===== src/rtl/vga_lt_pkg.sv =====
package vga_lt_pkg;

    typedef enum logic [1:0] {
        RG_BACK  = 2'd0,
        RG_VIS   = 2'd1,
        RG_FRONT = 2'd2,
        RG_SYNC  = 2'd3
    } region_e;

    function automatic region_e region_after(input region_e r);
        unique case (r)
            RG_BACK:  return RG_VIS;
            RG_VIS:   return RG_FRONT;
            RG_FRONT: return RG_SYNC;
            default:  return RG_BACK;
        endcase
    endfunction

endpackage


===== src/rtl/vga_lt_hcount.sv =====
module vga_lt_hcount #(
    parameter int H_ACTIVE = 640,
    parameter int H_FP     = 16,
    parameter int H_SYNC   = 96,
    parameter int H_BP     = 48
) (
    input  logic clk_i,
    input  logic rst_ni,
    output logic tick_o,
    output logic h_active_o,
    output logic hsync_n_o
);

    localparam int H_TOTAL  = H_ACTIVE + H_FP + H_SYNC + H_BP;
    localparam int HS_START = H_ACTIVE + H_FP;
    localparam int HS_END   = HS_START + H_SYNC;
    localparam int HW       = $clog2(H_TOTAL);
    localparam logic [HW-1:0] H_LAST = HW'(H_TOTAL - 1);

    logic [HW-1:0] h_q;
    logic          in_sync;

    always_ff @(posedge clk_i) begin
        if (!rst_ni) begin
            h_q <= '0;
        end else if (tick_o) begin
            h_q <= '0;
        end else begin
            h_q <= h_q + 1'b1;
        end
    end

    assign tick_o     = (h_q == H_LAST);
    assign h_active_o = (int'(h_q) < H_ACTIVE);
    assign in_sync    = (int'(h_q) >= HS_START) && (int'(h_q) < HS_END);

    always_ff @(posedge clk_i) begin
        if (!rst_ni) begin
            hsync_n_o <= 1'b1;
        end else begin
            hsync_n_o <= !in_sync;
        end
    end

    AST_HSYNC_FALL_POS: assert property (@(posedge clk_i) disable iff (!rst_ni)
        $fell(hsync_n_o) |-> (int'($past(h_q)) == HS_START));

    AST_HSYNC_RISE_POS: assert property (@(posedge clk_i) disable iff (!rst_ni)
        $rose(hsync_n_o) |-> (int'($past(h_q)) == HS_END));

endmodule


===== src/rtl/vga_lt_vseq.sv =====
module vga_lt_vseq
    import vga_lt_pkg::*;
#(
    parameter int VIS_START = 33,
    parameter int VFP_START = 513,
    parameter int VS_START  = 523,
    parameter int VS_END    = 525,
    parameter int REPEAT    = 2
) (
    input  logic clk_i,
    input  logic rst_ni,
    input  logic tick_i,
    output logic in_vis_o,
    output logic load_o,
    output logic adv_o,
    output logic visible_o,
    output logic vsync_n_o
);

    localparam int LW = $clog2(VS_END + 1);
    localparam int RW = (REPEAT > 1) ? $clog2(REPEAT) : 1;
    localparam logic [RW-1:0] REP_LAST = RW'(REPEAT - 1);

    region_e       state_q, state_d;
    logic [LW-1:0] line_q, line_d, line_inc;
    logic [RW-1:0] rep_q, rep_d, rep_inc;
    logic          req_q, req_d;
    logic          lvl_q;

    // State register process
    always_ff @(posedge clk_i) begin
        if (!rst_ni) begin
            state_q <= RG_BACK;
            line_q  <= '0;
            rep_q   <= '0;
            req_q   <= 1'b1;
            lvl_q   <= 1'b1;
        end else begin
            state_q <= state_d;
            line_q  <= line_d;
            rep_q   <= rep_d;
            req_q   <= req_d;
            if (tick_i) begin
                lvl_q <= req_q;
            end
        end
    end

    assign line_inc = line_q + 1'b1;
    assign rep_inc  = (rep_q == REP_LAST) ? '0 : rep_q + 1'b1;

    // Transition process
    always_comb begin
        state_d = state_q;
        line_d  = line_q;
        rep_d   = rep_q;
        req_d   = req_q;
        load_o  = 1'b0;
        adv_o   = 1'b0;
        if (tick_i) begin
            line_d = line_inc;
            rep_d  = rep_inc;
            unique case (state_q)
                RG_BACK: begin
                    if (int'(line_inc) >= VIS_START) begin
                        state_d = RG_VIS;
                        load_o  = 1'b1;
                    end
                end
                RG_VIS: begin
                    if (int'(line_inc) >= VFP_START) begin
                        state_d = RG_FRONT;
                    end else if (rep_inc == '0) begin
                        adv_o = 1'b1;
                    end
                end
                RG_FRONT: begin
                    if (int'(line_inc) >= VS_START) begin
                        state_d = RG_SYNC;
                        req_d   = 1'b0;
                    end
                end
                RG_SYNC: begin
                    if (int'(line_inc) >= VS_END) begin
                        state_d = RG_BACK;
                        line_d  = '0;
                        rep_d   = '0;
                        req_d   = 1'b1;
                    end
                end
                default: begin
                    state_d = RG_BACK;
                end
            endcase
        end
    end

    assign in_vis_o = (state_q == RG_VIS);

    // Output process
    always_ff @(posedge clk_i) begin
        if (!rst_ni) begin
            visible_o <= 1'b0;
            vsync_n_o <= 1'b1;
        end else begin
            visible_o <= (state_q == RG_VIS);
            vsync_n_o <= lvl_q;
        end
    end

    AST_REGION_STEP: assert property (@(posedge clk_i) disable iff (!rst_ni)
        (state_q != $past(state_q)) |-> (state_q == region_after($past(state_q))));

    AST_REGION_AT_TICK: assert property (@(posedge clk_i) disable iff (!rst_ni)
        (state_q != $past(state_q)) |-> $past(tick_i));

    AST_VSYNC_AT_LINE: assert property (@(posedge clk_i) disable iff (!rst_ni)
        (lvl_q != $past(lvl_q)) |-> $past(tick_i));

    AST_LINE_BOUND: assert property (@(posedge clk_i) disable iff (!rst_ni)
        int'(line_q) < VS_END);

endmodule


===== src/rtl/vga_lt_lineaddr.sv =====
module vga_lt_lineaddr #(
    parameter int ROW_LEN = 160,
    parameter int SCREEN  = 38400,
    parameter int AW      = $clog2(SCREEN)
) (
    input  logic          clk_i,
    input  logic          rst_ni,
    input  logic          load_i,
    input  logic          adv_i,
    input  logic [AW-1:0] start_i,
    output logic [AW-1:0] addr_o
);

    localparam logic [AW:0] ROW_W    = (AW+1)'(ROW_LEN);
    localparam logic [AW:0] SCREEN_W = (AW+1)'(SCREEN);

    logic [AW-1:0] ptr_q;
    logic [AW:0]   sum;
    logic [AW-1:0] next_ptr;

    assign sum      = {1'b0, ptr_q} + ROW_W;
    assign next_ptr = (sum >= SCREEN_W) ? AW'(sum - SCREEN_W) : AW'(sum);

    always_ff @(posedge clk_i) begin
        if (!rst_ni) begin
            ptr_q <= '0;
        end else if (load_i) begin
            ptr_q <= start_i;
        end else if (adv_i) begin
            ptr_q <= next_ptr;
        end
    end

    always_ff @(posedge clk_i) begin
        if (!rst_ni) begin
            addr_o <= '0;
        end else begin
            addr_o <= ptr_q;
        end
    end

    AST_PTR_BOUND: assert property (@(posedge clk_i) disable iff (!rst_ni)
        (adv_i && !load_i && (int'(ptr_q) < SCREEN)) |=> (int'(ptr_q) < SCREEN));

    AST_PTR_HOLD: assert property (@(posedge clk_i) disable iff (!rst_ni)
        (!adv_i && !load_i) |=> $stable(ptr_q));

endmodule


===== src/rtl/vga_line_timer.sv =====
module vga_line_timer #(
    parameter int H_ACTIVE  = 640,
    parameter int H_FP      = 16,
    parameter int H_SYNC    = 96,
    parameter int H_BP      = 48,
    parameter int VIS_START = 33,
    parameter int VFP_START = 513,
    parameter int VS_START  = 523,
    parameter int VS_END    = 525,
    parameter int REPEAT    = 2,
    parameter int ROW_LEN   = 160,
    parameter int ROWS      = 240,
    localparam int SCREEN   = ROW_LEN * ROWS,
    localparam int AW       = $clog2(SCREEN)
) (
    input  logic          clk_i,
    input  logic          rst_ni,
    input  logic [AW-1:0] start_addr_i,
    output logic          hsync_n_o,
    output logic          vsync_n_o,
    output logic          line_visible_o,
    output logic          pix_en_o,
    output logic [AW-1:0] line_addr_o
);

    logic tick;
    logic h_active;
    logic in_vis;
    logic load;
    logic adv;

    vga_lt_hcount #(
        .H_ACTIVE (H_ACTIVE),
        .H_FP     (H_FP),
        .H_SYNC   (H_SYNC),
        .H_BP     (H_BP)
    ) hcount_i (
        .clk_i      (clk_i),
        .rst_ni     (rst_ni),
        .tick_o     (tick),
        .h_active_o (h_active),
        .hsync_n_o  (hsync_n_o)
    );

    vga_lt_vseq #(
        .VIS_START (VIS_START),
        .VFP_START (VFP_START),
        .VS_START  (VS_START),
        .VS_END    (VS_END),
        .REPEAT    (REPEAT)
    ) vseq_i (
        .clk_i     (clk_i),
        .rst_ni    (rst_ni),
        .tick_i    (tick),
        .in_vis_o  (in_vis),
        .load_o    (load),
        .adv_o     (adv),
        .visible_o (line_visible_o),
        .vsync_n_o (vsync_n_o)
    );

    vga_lt_lineaddr #(
        .ROW_LEN (ROW_LEN),
        .SCREEN  (SCREEN),
        .AW      (AW)
    ) lineaddr_i (
        .clk_i   (clk_i),
        .rst_ni  (rst_ni),
        .load_i  (load),
        .adv_i   (adv),
        .start_i (start_addr_i),
        .addr_o  (line_addr_o)
    );

    always_ff @(posedge clk_i) begin
        if (!rst_ni) begin
            pix_en_o <= 1'b0;
        end else begin
            pix_en_o <= in_vis && h_active;
        end
    end

    AST_PIX_IN_VISIBLE: assert property (@(posedge clk_i) disable iff (!rst_ni)
        pix_en_o |-> line_visible_o);

    AST_PIX_OFF_IN_SYNC: assert property (@(posedge clk_i) disable iff (!rst_ni)
        !hsync_n_o |-> !pix_en_o);

endmodule


===== config.mk =====
export PLATFORM = sky130hd
export DESIGN_NAME = vga_line_timer
export DESIGN_NICKNAME = d
export VERILOG_FILES = /design/src/rtl/vga_lt_pkg.sv /design/src/rtl/vga_lt_hcount.sv /design/src/rtl/vga_lt_vseq.sv /design/src/rtl/vga_lt_lineaddr.sv /design/src/rtl/vga_line_timer.sv
export SDC_FILE = /design/constraint.sdc
export NUM_CORES = 1
export LEC_CHECK = 0
export BUFFER_PORTS_ARGS = -buffer_cell sky130_fd_sc_hd__buf_2
export CAP_MARGIN = 40
export CELL_PAD_IN_SITES_DETAIL_PLACEMENT = 0
export CELL_PAD_IN_SITES_GLOBAL_PLACEMENT = 2
export CORE_AREA = 2 2 98 100
export DETAILED_ROUTE_END_ITERATION = 16
export DIE_AREA = 0 0 100 102
export PLACE_DENSITY_LB_ADDON = 0.1
export RECOVER_POWER = 100
export SYNTH_ARGS = -nofsm -noshare
export SYNTH_HDL_FRONTEND = slang
export SYNTH_SLANG_ARGS = --single-unit

===== constraint.sdc =====
create_clock -name clk_i -period 6 [get_ports clk_i]
set_input_delay 1.2 -clock clk_i [delete_from_list [all_inputs] [get_ports clk_i]]
set_output_delay 1.2 -clock clk_i [all_outputs]
set_load 0.03 [all_outputs]

-- Word level (Yosys, flattened, before mapping)
Index checks and enable logic that the tools add are counted.
- input bits: 18
- word-level logic and storage cells: 66
- output and inout bits: 20
- register bits: 61
- eq/ne operators: 8
- bitwise logic cells: 1
- add/sub/neg operators: 5
- reductions and logical operators: 9
- muxes and demuxes: 23
- magnitude comparators: 8
- operators with widths (operator ; count):
    $mux W16 ; 3
    $ge A10 B10 Y1 const B ; 4
    $add A10 B1 Y10 const B ; 2
    $lt A10 B10 Y1 const B ; 2
    $mux W10 ; 2
    $add A16 B8 Y17 const B ; 1
    $ge A17 B16 Y1 const B ; 1
    $sub A16 B16 Y16 const B ; 1
    $mux W1 ; 12
    $eq A10 B10 Y1 const B ; 1
    $ge A10 B6 Y1 const B ; 1
    $mux W2 ; 4
    $ne A2 B1 Y1 const B ; 4
    $pmux W2 S4 ; 1
    $reduce_and A5 Y1 ; 1
    $eq A2 B2 Y1 const B ; 2
    $reduce_and A4 Y1 ; 1
    $reduce_bool A2 Y1 ; 2
    $eq A2 B1 Y1 const B ; 1
    $logic_and A1 B1 Y1 ; 2
    $logic_not A2 Y1 ; 1
    $pmux W1 S2 ; 1
    $reduce_or A2 Y1 ; 1
    $add A1 B1 Y1 const B ; 1
    2 further kinds ; 2

-- Depth between registers and ports, before layout
Gate-level depths: netlist (run 1).
- depth after elaboration: 8
- mapped depth: 12
- gate-level depth less buffers: 11

-- Hierarchy
Synthesis (run 1) repeated with hierarchy kept, for this count alone.
- cells, all modules: 403
- area total of the unflattened synthesis: 3528.4 µm²
- modules (own cells, without submodules) (module ; area each (µm²) ; sequential area each (µm²) ; cells an instance ; instances):
    vga_lt_lineaddr ; 1635.3 ; 640.6 ; 183 ; 1
    vga_lt_vseq ; 1322.5 ; 340.3 ; 158 ; 1
    vga_lt_hcount ; 544.3 ; 220.2 ; 60 ; 1
    vga_line_timer ; 26.3 ; 20.0 ; 2 ; 1

-- Worst setup path after synthesis (run 1)
No wires, ideal clock.
- path type: flip-flop to flip-flop
- from: reg lineaddr_i.ptr_q[5]
- to: reg lineaddr_i.ptr_q[9]
- setup time: 0.091 ns
- buffers on the path: 1
- clock period less this slack: 2.694 ns
- cell stages (with the launch flop): 12
- slack: 3.306 ns
- arrival time: 2.603 ns
- data required time: 5.909 ns
- cell sequence: dfxtp_1 ha_1 buf_2 o21ai_1 xnor2_1 ha_1 o21ai_0 a32o_1 a31oi_4 xnor2_1 or3_1 a311oi_1
- cells in the longest elaborated chain, start to end: 5
- elaborated cells on any way between the ends: 6
- those cells by class: add/sub: 2; order compare: 1; mux: 3
- RTL lines (what ; line ; text):
    from (decl) ; vga_lt_lineaddr.sv:17 ; logic [AW-1:0] ptr_q;
    from (signal assigned) ; vga_lt_lineaddr.sv:28 ; ptr_q <= start_i;
    from (signal assigned) ; vga_lt_lineaddr.sv:30 ; ptr_q <= next_ptr;
    $add A16 B8 Y17 (*) ; vga_lt_lineaddr.sv:21 ; assign sum = {1'b0, ptr_q} + ROW_W;
    $sub A16 B16 Y16 / $ge A17 B16 Y1 (equally long branches) ; vga_lt_lineaddr.sv:22 ; assign next_ptr = (sum >= SCREEN_W) ? AW'(sum - SCREEN_W) : AW'(sum);
    $mux W16 (*) ; vga_lt_lineaddr.sv:22 ;
    $mux W16 (*) ; vga_lt_lineaddr.sv:29 ; end else if (adv_i) begin
    $mux W16 (*) ; vga_lt_lineaddr.sv:27 ; end else if (load_i) begin
Every way passes the cells marked *; elsewhere a longest branch is shown, timed or not. The select of a mux whose other input is x is not followed.
A chain may end at the register's enable or synchronous reset.

-- Final worst setup path (run 1)
- from: reg vseq_i.line_q[1]
- to: reg lineaddr_i.ptr_q[12]
- cells in the longest elaborated chain, start to end: 6
- elaborated cells on any way between the ends: 11
- those cells by class: add/sub: 1; order compare: 2; mux: 7; reduce/logical: 1
- RTL lines (what ; line ; text):
    from (decl) ; vga_lt_vseq.sv:25 ; logic [LW-1:0] line_q, line_d, line_inc;
    from (signal assigned) ; vga_lt_vseq.sv:40 ; line_q <= line_d;
    $add A10 B1 Y10 (*) ; vga_lt_vseq.sv:49 ; assign line_inc = line_q + 1'b1;
    $ge A10 B6 Y1 / $ge A10 B10 Y1 (equally long branches) ; vga_lt_vseq.sv:65, vga_lt_vseq.sv:71 ;
    $mux W1, on equally long branches ; vga_lt_vseq.sv:65, vga_lt_vseq.sv:71 ;
    $mux W1 ; vga_lt_vseq.sv:63 ; unique case (state_q)
    $mux W1 ; vga_lt_vseq.sv:60 ; if (tick_i) begin
    $mux W16 / $reduce_bool A2 Y1 (equally long branches) ; - ;
Every way passes the cells marked *; elsewhere a longest branch is shown, timed or not.

==> results of run 1 <==
[logic make-up (layout without fill, tap and decap cells)]
kind of cell / count (synthesis) / in the layout / share of synthesized area
simple gates: 160 / 160 / 0.2487
compound gates: 108 / 108 / 0.2175
mux: 5 / 5 / 0.01543
flops: 61 / 61 / 0.3672
fa+ha+maj: 11 / 11 / 0.04138
xor+xnor: 19 / 19 / 0.05004
buf+inv: 43 / 70 / 0.05981
[path summary, 6_finish.rpt]
path | to | slack [ns]
setup / recovery | lineaddr_i.ptr_q[12]$_SDFFE_PN0P_ | 2.55
hold / removal | vseq_i.vsync_n_o$_SDFF_PN1_ | 0.46
setup reg to reg | lineaddr_i.ptr_q[12]$_SDFFE_PN0P_ | 2.55
hold reg to reg | vseq_i.vsync_n_o$_SDFF_PN1_ | 0.46
[Yosys cell counts, types with 3 or more instances]
master / number
a211o_1: 3
or3_1: 10
nor3_1: 10
nor2_1: 37
nand2_1: 38
inv_1: 16
nand3_1: 18
and2_1: 14
a211oi_1: 6
nand2b_1: 4
o22ai_1: 4
dfxtp_1: 61
o21ai_0: 29
a31oi_1: 10
xor2_1: 8
nand4_1: 6
xnor2_1: 11
ha_1: 11
a221o_1: 3
a21oi_1: 22
mux2i_1: 4
clkbuf_1: 9
nor4_1: 3
buf_2: 11
and3_1: 6
a311oi_1: 4
[stage by stage]
stage | hold slack [ns] | cell area [µm²] | utilization | total power, mW | worst slack, ns
floorplan | 0.4107 | 3326 | - | 0.4261 | 3.306
global placement | 0.4450 | 3515 | 0.3859 | 0.4358 | 2.932
detailed placement | 0.4537 | 3515 | 0.3859 | 0.4358 | 2.958
CTS | 0.4705 | 3714 | 0.4077 | 0.8165 | 2.914
global route | 0.4960 | 3687 | 0.4048 | 0.8341 | 2.051
finish | 0.4629 | 3687 | 0.4048 | 0.7985 | 2.546
[worst reg2reg max path: cells and delay by family, from the launching register on]
kind	cells	cell delay [ns]
compound gates	3	0.58
fa+ha+maj	1	0.34
flops	1	0.49
simple gates	4	1.97
[where the power goes]
group          switching, mW  total [mW]  internal, mW  leakage (nW)
combinational         0.0111      0.0176       0.00651         0.747
sequential           0.00188       0.408         0.406         0.492
clock                  0.180       0.373         0.193        0.0918
[registers in the layout (all words and copies together) (netlist names)]
signal	count
lineaddr_i.addr_o	16
pix_en_o	1
vseq_i.line_q	10
vseq_i.vsync_n_o	1
vseq_i.lvl_q	1
vseq_i.state_q	2
vseq_i.visible_o	1
hcount_i.h_q	10
lineaddr_i.ptr_q	16
hcount_i.hsync_n_o	1
vseq_i.rep_q	1
vseq_i.req_q	1
[layout make-up]
| cell class | instances | area, µm² |
|---|---|---|
| repair buffers | 37 | 158.9 |
| clock buffers | 9 | 123.9 |
| clock inverters | 7 | 75.07 |
| inverters | 17 | 63.81 |
| flip-flops and latches | 61 | 1221 |
| multi-input cells | 303 | 1906 |
| well taps | 111 | 138.9 |
| fillers | 963 | 5421 |
[cell usage in the layout, fill, tap and decap left out, types with 11 or more instances in the layout]
master and n:
dfxtp_1 61, ha_1 11, clkbuf_1 21, nand2_1 38
nor2_1 37, o21ai_0 29, inv_1 17, xnor2_1 11
buf_2 16, nand3_1 18, a21oi_1 22
[metal layers]
layer | up-vias | GRT usage
met1 | 1396 | 0.2253
met5 | - | 0
met4 | 0 | 0.05163
li1 | 1505 | -
met3 | 8 | 0.03830
met2 | 62 | 0.2921
==> flow_summary.toml, run 1 <==
[status]
status = "completed"

[critical_path]
cp_max_fo = 26
crit_start = "vseq_i.line_q[1]$_SDFFE_PN0P_"
worst_path_most_repeated_cell = "a31oi_1"
crit_path_end_kind = "register"
critical_path_buf_inv_count = 0
cpPeakStageDelay_ns = 1.10
startpoint_type = "register"
worst-r2r-cell-count = 8
critPathKind = "register to register"
critPathRequiredTime_ns = 6.27
cpLargestDelayFamily = "simple AND/OR/NAND/NOR gates"
r2r-start = "vseq_i.line_q[1]$_SDFFE_PN0P_"
critPathArrivalTime_ns = 3.72
slowest_stage = "or2_0"
path_cells = "ha_1 > and3_1 > nor2b_1 > a31oi_1 > nor3_1 > or2_0 > o21ai_0 > a31oi_1"
cp_num_cells = 8

[grt]
grt_pass1_wl_um = 14030
grt_pass1_vias = 2820
grt.overflow.total = 0
track_usage = 0.1739
antenna_found_initial = 0
grt_start_max_net_pins = 30

[floorplanning]
die_h_um = 102
die-area_um2 = 10200
initial_utilization = 0.3651
ios = 38
die_w_um = 100
coreArea_um2 = 9109
num_rows = 35

[power]
power_leakage_nw = 1.331
peakVddDrop_uv = 146.1
powerDensity_nw_per_um2 = 216.5

[logic_synthesis]
syn_inst = 407
synth_largest_area_cell = "dfxtp_1"
syn_area_um2 = 3326
ys_ff_latch = 61
ys_warn_count = 0
ys_seq_area_frac = 0.3672
syn_nets = 436
synthDistinctLibCells = 67
synth_area_leaders = "dfxtp_1 37%, o21ai_0 4.4%, nand2_1 4.3%"
ys.flop_type = "dfxtp_1"
syn_area_per_cell_um2 = 8.171
synth_top_area_share = 0.3672
async_reset_ff_frac = 0
synth_enable_flop_cells = 0

[drt]
wl_um = 8243
routed-wl-met2_um = 4014
top_layer = "met4"
drt_iter0_drc = 71
routed-wl-met3_um = 257
avgViaCountPerCell = 5.451
ant_nets = 0
drcViolationCount = 0
vias = 2971
drt-met1-wl_um = 3886
dr.pass1.iters = 4
wire_per_inst_um = 15.12

[timing]
max_clock_freq_mhz = 289.5
fin_crit_sh = 0.5757
finClkSkew_ns = 0.009147
setup_viol = 0
worst_slew_pin_slew_ns = 1.415
slew_violations = 0
hold_violations = 0
period_needed_ns = 3.454
setup_tns_ns = 0
slew_headroom = 0.05635
rsz0062_at_grt = "false"

[place]
placedCellCount = 529
gp_congestion = 0.7630
place.detailed.hpwl_um = 5612
io_buffers = 37

[clocking]
clk_latency_ns = 0.34
cts-resized-gates = 0
cts_root_buf = "clkbuf_8"
cts_buffers = 9
cts_tree = "built"
clk_pin_slew_ns = 0.08
clk_path_buf_depth = 2
cts_setup_buffers = 0
cts.sinks = 61
holdBufCountCts = 0
htreeDepth = 3

[finish]
finalNonFillerCells = 545
drive_above_1_share = 0.09908
area_growth_pct = 10.87
diodes = 0
nets = 458

[worst_hold_path]
hp-class = "register to register"
worstHoldStart = "vseq_i.lvl_q$_SDFFE_PN1P_"
whs_path_depth = 1

[run]
maxCapViolations = 0
No activity file was read; power rests on OpenSTA's default activity.
==> inputs of run 2 (changes only) <==
--- a/config.mk
+++ b/config.mk
@@ -5,13 +5,14 @@
 export SDC_FILE = /design/constraint.sdc
 export NUM_CORES = 1
 export LEC_CHECK = 0
+export ABC_AREA = 1
 export BUFFER_PORTS_ARGS = -buffer_cell sky130_fd_sc_hd__buf_2
 export CAP_MARGIN = 40
 export CELL_PAD_IN_SITES_DETAIL_PLACEMENT = 0
 export CELL_PAD_IN_SITES_GLOBAL_PLACEMENT = 2
-export CORE_AREA = 2 2 98 100
+export CORE_AREA = 2 2 107 109
 export DETAILED_ROUTE_END_ITERATION = 16
-export DIE_AREA = 0 0 100 102
+export DIE_AREA = 0 0 109 111
 export PLACE_DENSITY_LB_ADDON = 0.1
 export RECOVER_POWER = 100
 export SYNTH_ARGS = -nofsm -noshare
==> constraint.sdc (replaced) <==
create_clock -name clk_i -period 3.3 [get_ports clk_i]
set_input_delay 0.66 -clock clk_i [delete_from_list [all_inputs] [get_ports clk_i]]
set_output_delay 0.66 -clock clk_i [all_outputs]
set_load 0.03 [all_outputs]
==> flow_summary.toml, run 2 <==
[power]
finalPower_mw = 1.660
powerDensity_nw_per_um2 = 421.8
power.switching_uw = 397.3
clock_power_share = 0.531
seqPwrFrac = 0.447
p_int_mw = 1.263
peakVddDrop_uv = 165.6
swShare = 0.2393
comb_power_share = 0.022
power_leakage_nw = 1.837

[drt]
wire_per_inst_um = 12.35
drcViolationCount = 0
drt_iter0_drc = 65
ant_nets = 0
vias = 3129
avgViaCountPerCell = 4.476
wl_um = 8635
dr.pass1.iters = 4

[logic_synthesis]
syn_area_per_cell_um2 = 6.626
ys.flop_type = "dfxtp_1"
async_reset_ff_frac = 0
synth_largest_area_cell = "dfxtp_1"
ys_seq_area_frac = 0.3586
synthDistinctLibCells = 37
syn_inst = 514
synth_area_leaders = "dfxtp_1 36%, nand2_1 16%, inv_1 8.3%"
ys_warn_count = 0
syn_nets = 543
synth_enable_flop_cells = 0
ys_top_cells_by_count = "141 x nand2_1, 75 x inv_1, 61 x dfxtp_1, 61 x nor2_1, 42 x nand3_1"
synth_top_area_share = 0.3586
ys_ff_latch = 61
syn_area_um2 = 3406
yosysMostFrequentCell = "nand2_1"

[floorplanning]
die_w_um = 109
initial_utilization = 0.3075
ios = 38
coreArea_um2 = 11080
num_rows = 39
die-area_um2 = 12100
die_h_um = 111

[grt]
grt.overflow.total = 0
grt_pass1_wl_um = 14410
grt_pass1_vias = 3038
track_usage = 0.1537
grt_start_max_net_pins = 44
antenna_found_initial = 0

[clocking]
clk_path_buf_depth = 2
cts_root_buf = "clkbuf_16"
cts-resized-gates = 0
clk_latency_ns = 0.33
cts_tree = "built"
cts_buffers = 9
cts.sinks = 61
htreeDepth = 3
cts_setup_buffers = 0
holdBufCountCts = 0
clk_pin_slew_ns = 0.06

[critical_path]
r2r-end = "vseq_i.line_q[9]$_SDFFE_PN0P_"
crit_path_end_kind = "register"
r2r-start = "vseq_i.line_q[1]$_SDFFE_PN0P_"
endpoint = "vseq_i.line_q[9]$_SDFFE_PN0P_"
cp_max_fo = 7
worst-r2r-cell-count = 13
startpoint_type = "register"
critPathArrivalTime_ns = 2.99
critPathRequiredTime_ns = 3.56
reg2reg_slack_ns = 0.57
crit_start = "vseq_i.line_q[1]$_SDFFE_PN0P_"
critPathKind = "register to register"

[timing]
fin_crit_sh = 0.8281
finClkSkew_ns = 0.003730
period_needed_ns = 2.733
worst_slack_ns = 0.5673
max_clock_freq_mhz = 365.9
hold_violations = 0
setup_viol = 0
slew_headroom = -0.3016
whs_ns = 0.4240
rsz0062_at_grt = "false"
setup_tns_ns = 0
worst_slew_pin_slew_ns = 1.952
slew_violations = 44

[place]
io_buffers = 37
gp_congestion = 0.8254
pre_cts_slack_ns = 0.8344
place.detailed.hpwl_um = 6516

[finish]
diodes = 0
nets = 580
layout_common_cells = "141 x nand2_1, 76 x inv_1, 64 x nor2_1"
final_common_cell = "nand2_1"
reg_top3 = "lineaddr_i.addr_o (16), lineaddr_i.ptr_q (16)"
area_growth_pct = 15.54
drive_above_1_share = 0.1151

[worst_hold_path]
hp-class = "register to register"

[status]
violations = "capacitance limit, slew limit"
status = "finished, violations left"

[run]
maxCapViolations = 1
run 2: critical path, cell delays in order, from the launching register on:
cell,delay [ns]
dfxtp_1,0.40
ha_1,0.35
nand2_1,0.12
nor2_1,0.15
nand3_1,0.11
nand2_1,0.10
nand2_1,0.05
nor2_1,0.31
nand3_1,0.19
nand3_1,0.11
nand2_1,0.17
inv_1,0.27
nand3_1,0.15
o21ai_0,0.16
run 2: per-layer routing:
layer / vias up / global-route usage / part of all wire
met2: 26 / 0.2671 / 0.50
met5: - / 0 / 0
met1: 1412 / 0.1855 / 0.47
met4: 0 / 0.05128 / 0.013
li1: 1683 / - / -
met3: 8 / 0.03175 / 0.023
run 2: how the worst min path moves through the flow:
stage	startpoint	end	slack, ns	cells past startpoint
6_report	vseq_i.lvl_q$_SDFFE_PN1P_	vseq_i.vsync_n_o$_SDFF_PN1_	0.42	2
5_1_grt	lineaddr_i.ptr_q[3]$_SDFFE_PN0P_	lineaddr_i.addr_o[3]$_SDFF_PN0_	0.46	2
4_1_cts	vseq_i.lvl_q$_SDFFE_PN1P_	vseq_i.vsync_n_o$_SDFF_PN1_	0.42	2
3_5_place_dp	vseq_i.lvl_q$_SDFFE_PN1P_	vseq_i.vsync_n_o$_SDFF_PN1_	0.41	2
3_3_place_gp	vseq_i.lvl_q$_SDFFE_PN1P_	vseq_i.vsync_n_o$_SDFF_PN1_	0.41	2
2_1_floorplan	vseq_i.lvl_q$_SDFFE_PN1P_	vseq_i.vsync_n_o$_SDFF_PN1_	0.39	2
run 2: final cells by class:
cell class | instances | area [µm²]
clock buffer | 9 | 225.2
clock inverter | 7 | 51.30
fill | 1228 | 7142
inverter | 80 | 302.8
multi-input combinational | 361 | 1793
sequential | 61 | 1221
tap | 143 | 178.9
timing repair buffer | 38 | 162.7
run 2: kinds of logic after synthesis:
logic type	Yosys count	share of synthesized area
buffers and inverters	92	0.1113
flip-flops	61	0.3586
AND/OR/NAND/NOR	293	0.3931
AO/OA/AOI/OAI	52	0.08376
adder cells (fa/ha/maj)	11	0.04041
XOR/XNOR	5	0.01286
run 2: per-stage QoR:
step | cells | instance area [µm²] | util
2_1_floorplan | 514 | 3406 | -
3_3_place_gp | 683 | 3701 | 0.3341
3_5_place_dp | 683 | 3701 | 0.3341
4_1_cts | 699 | 3978 | 0.3591
5_1_grt | 699 | 3935 | 0.3552
6_report | 699 | 3935 | 0.3552
run 2: power groups by stage:
| stage | Combinational (mW) | Clock [mW] | Sequential, mW |
|---|---|---|---|
| after floorplan | 0.0196 | 0 | 0.758 |
| after global routing | 0.0415 | 0.947 | 0.742 |
| after CTS | 0.0377 | 0.909 | 0.742 |
| after global placement | 0.0369 | 0 | 0.758 |
| final | 0.0360 | 0.882 | 0.742 |
| after detailed placement | 0.0376 | 0 | 0.758 |
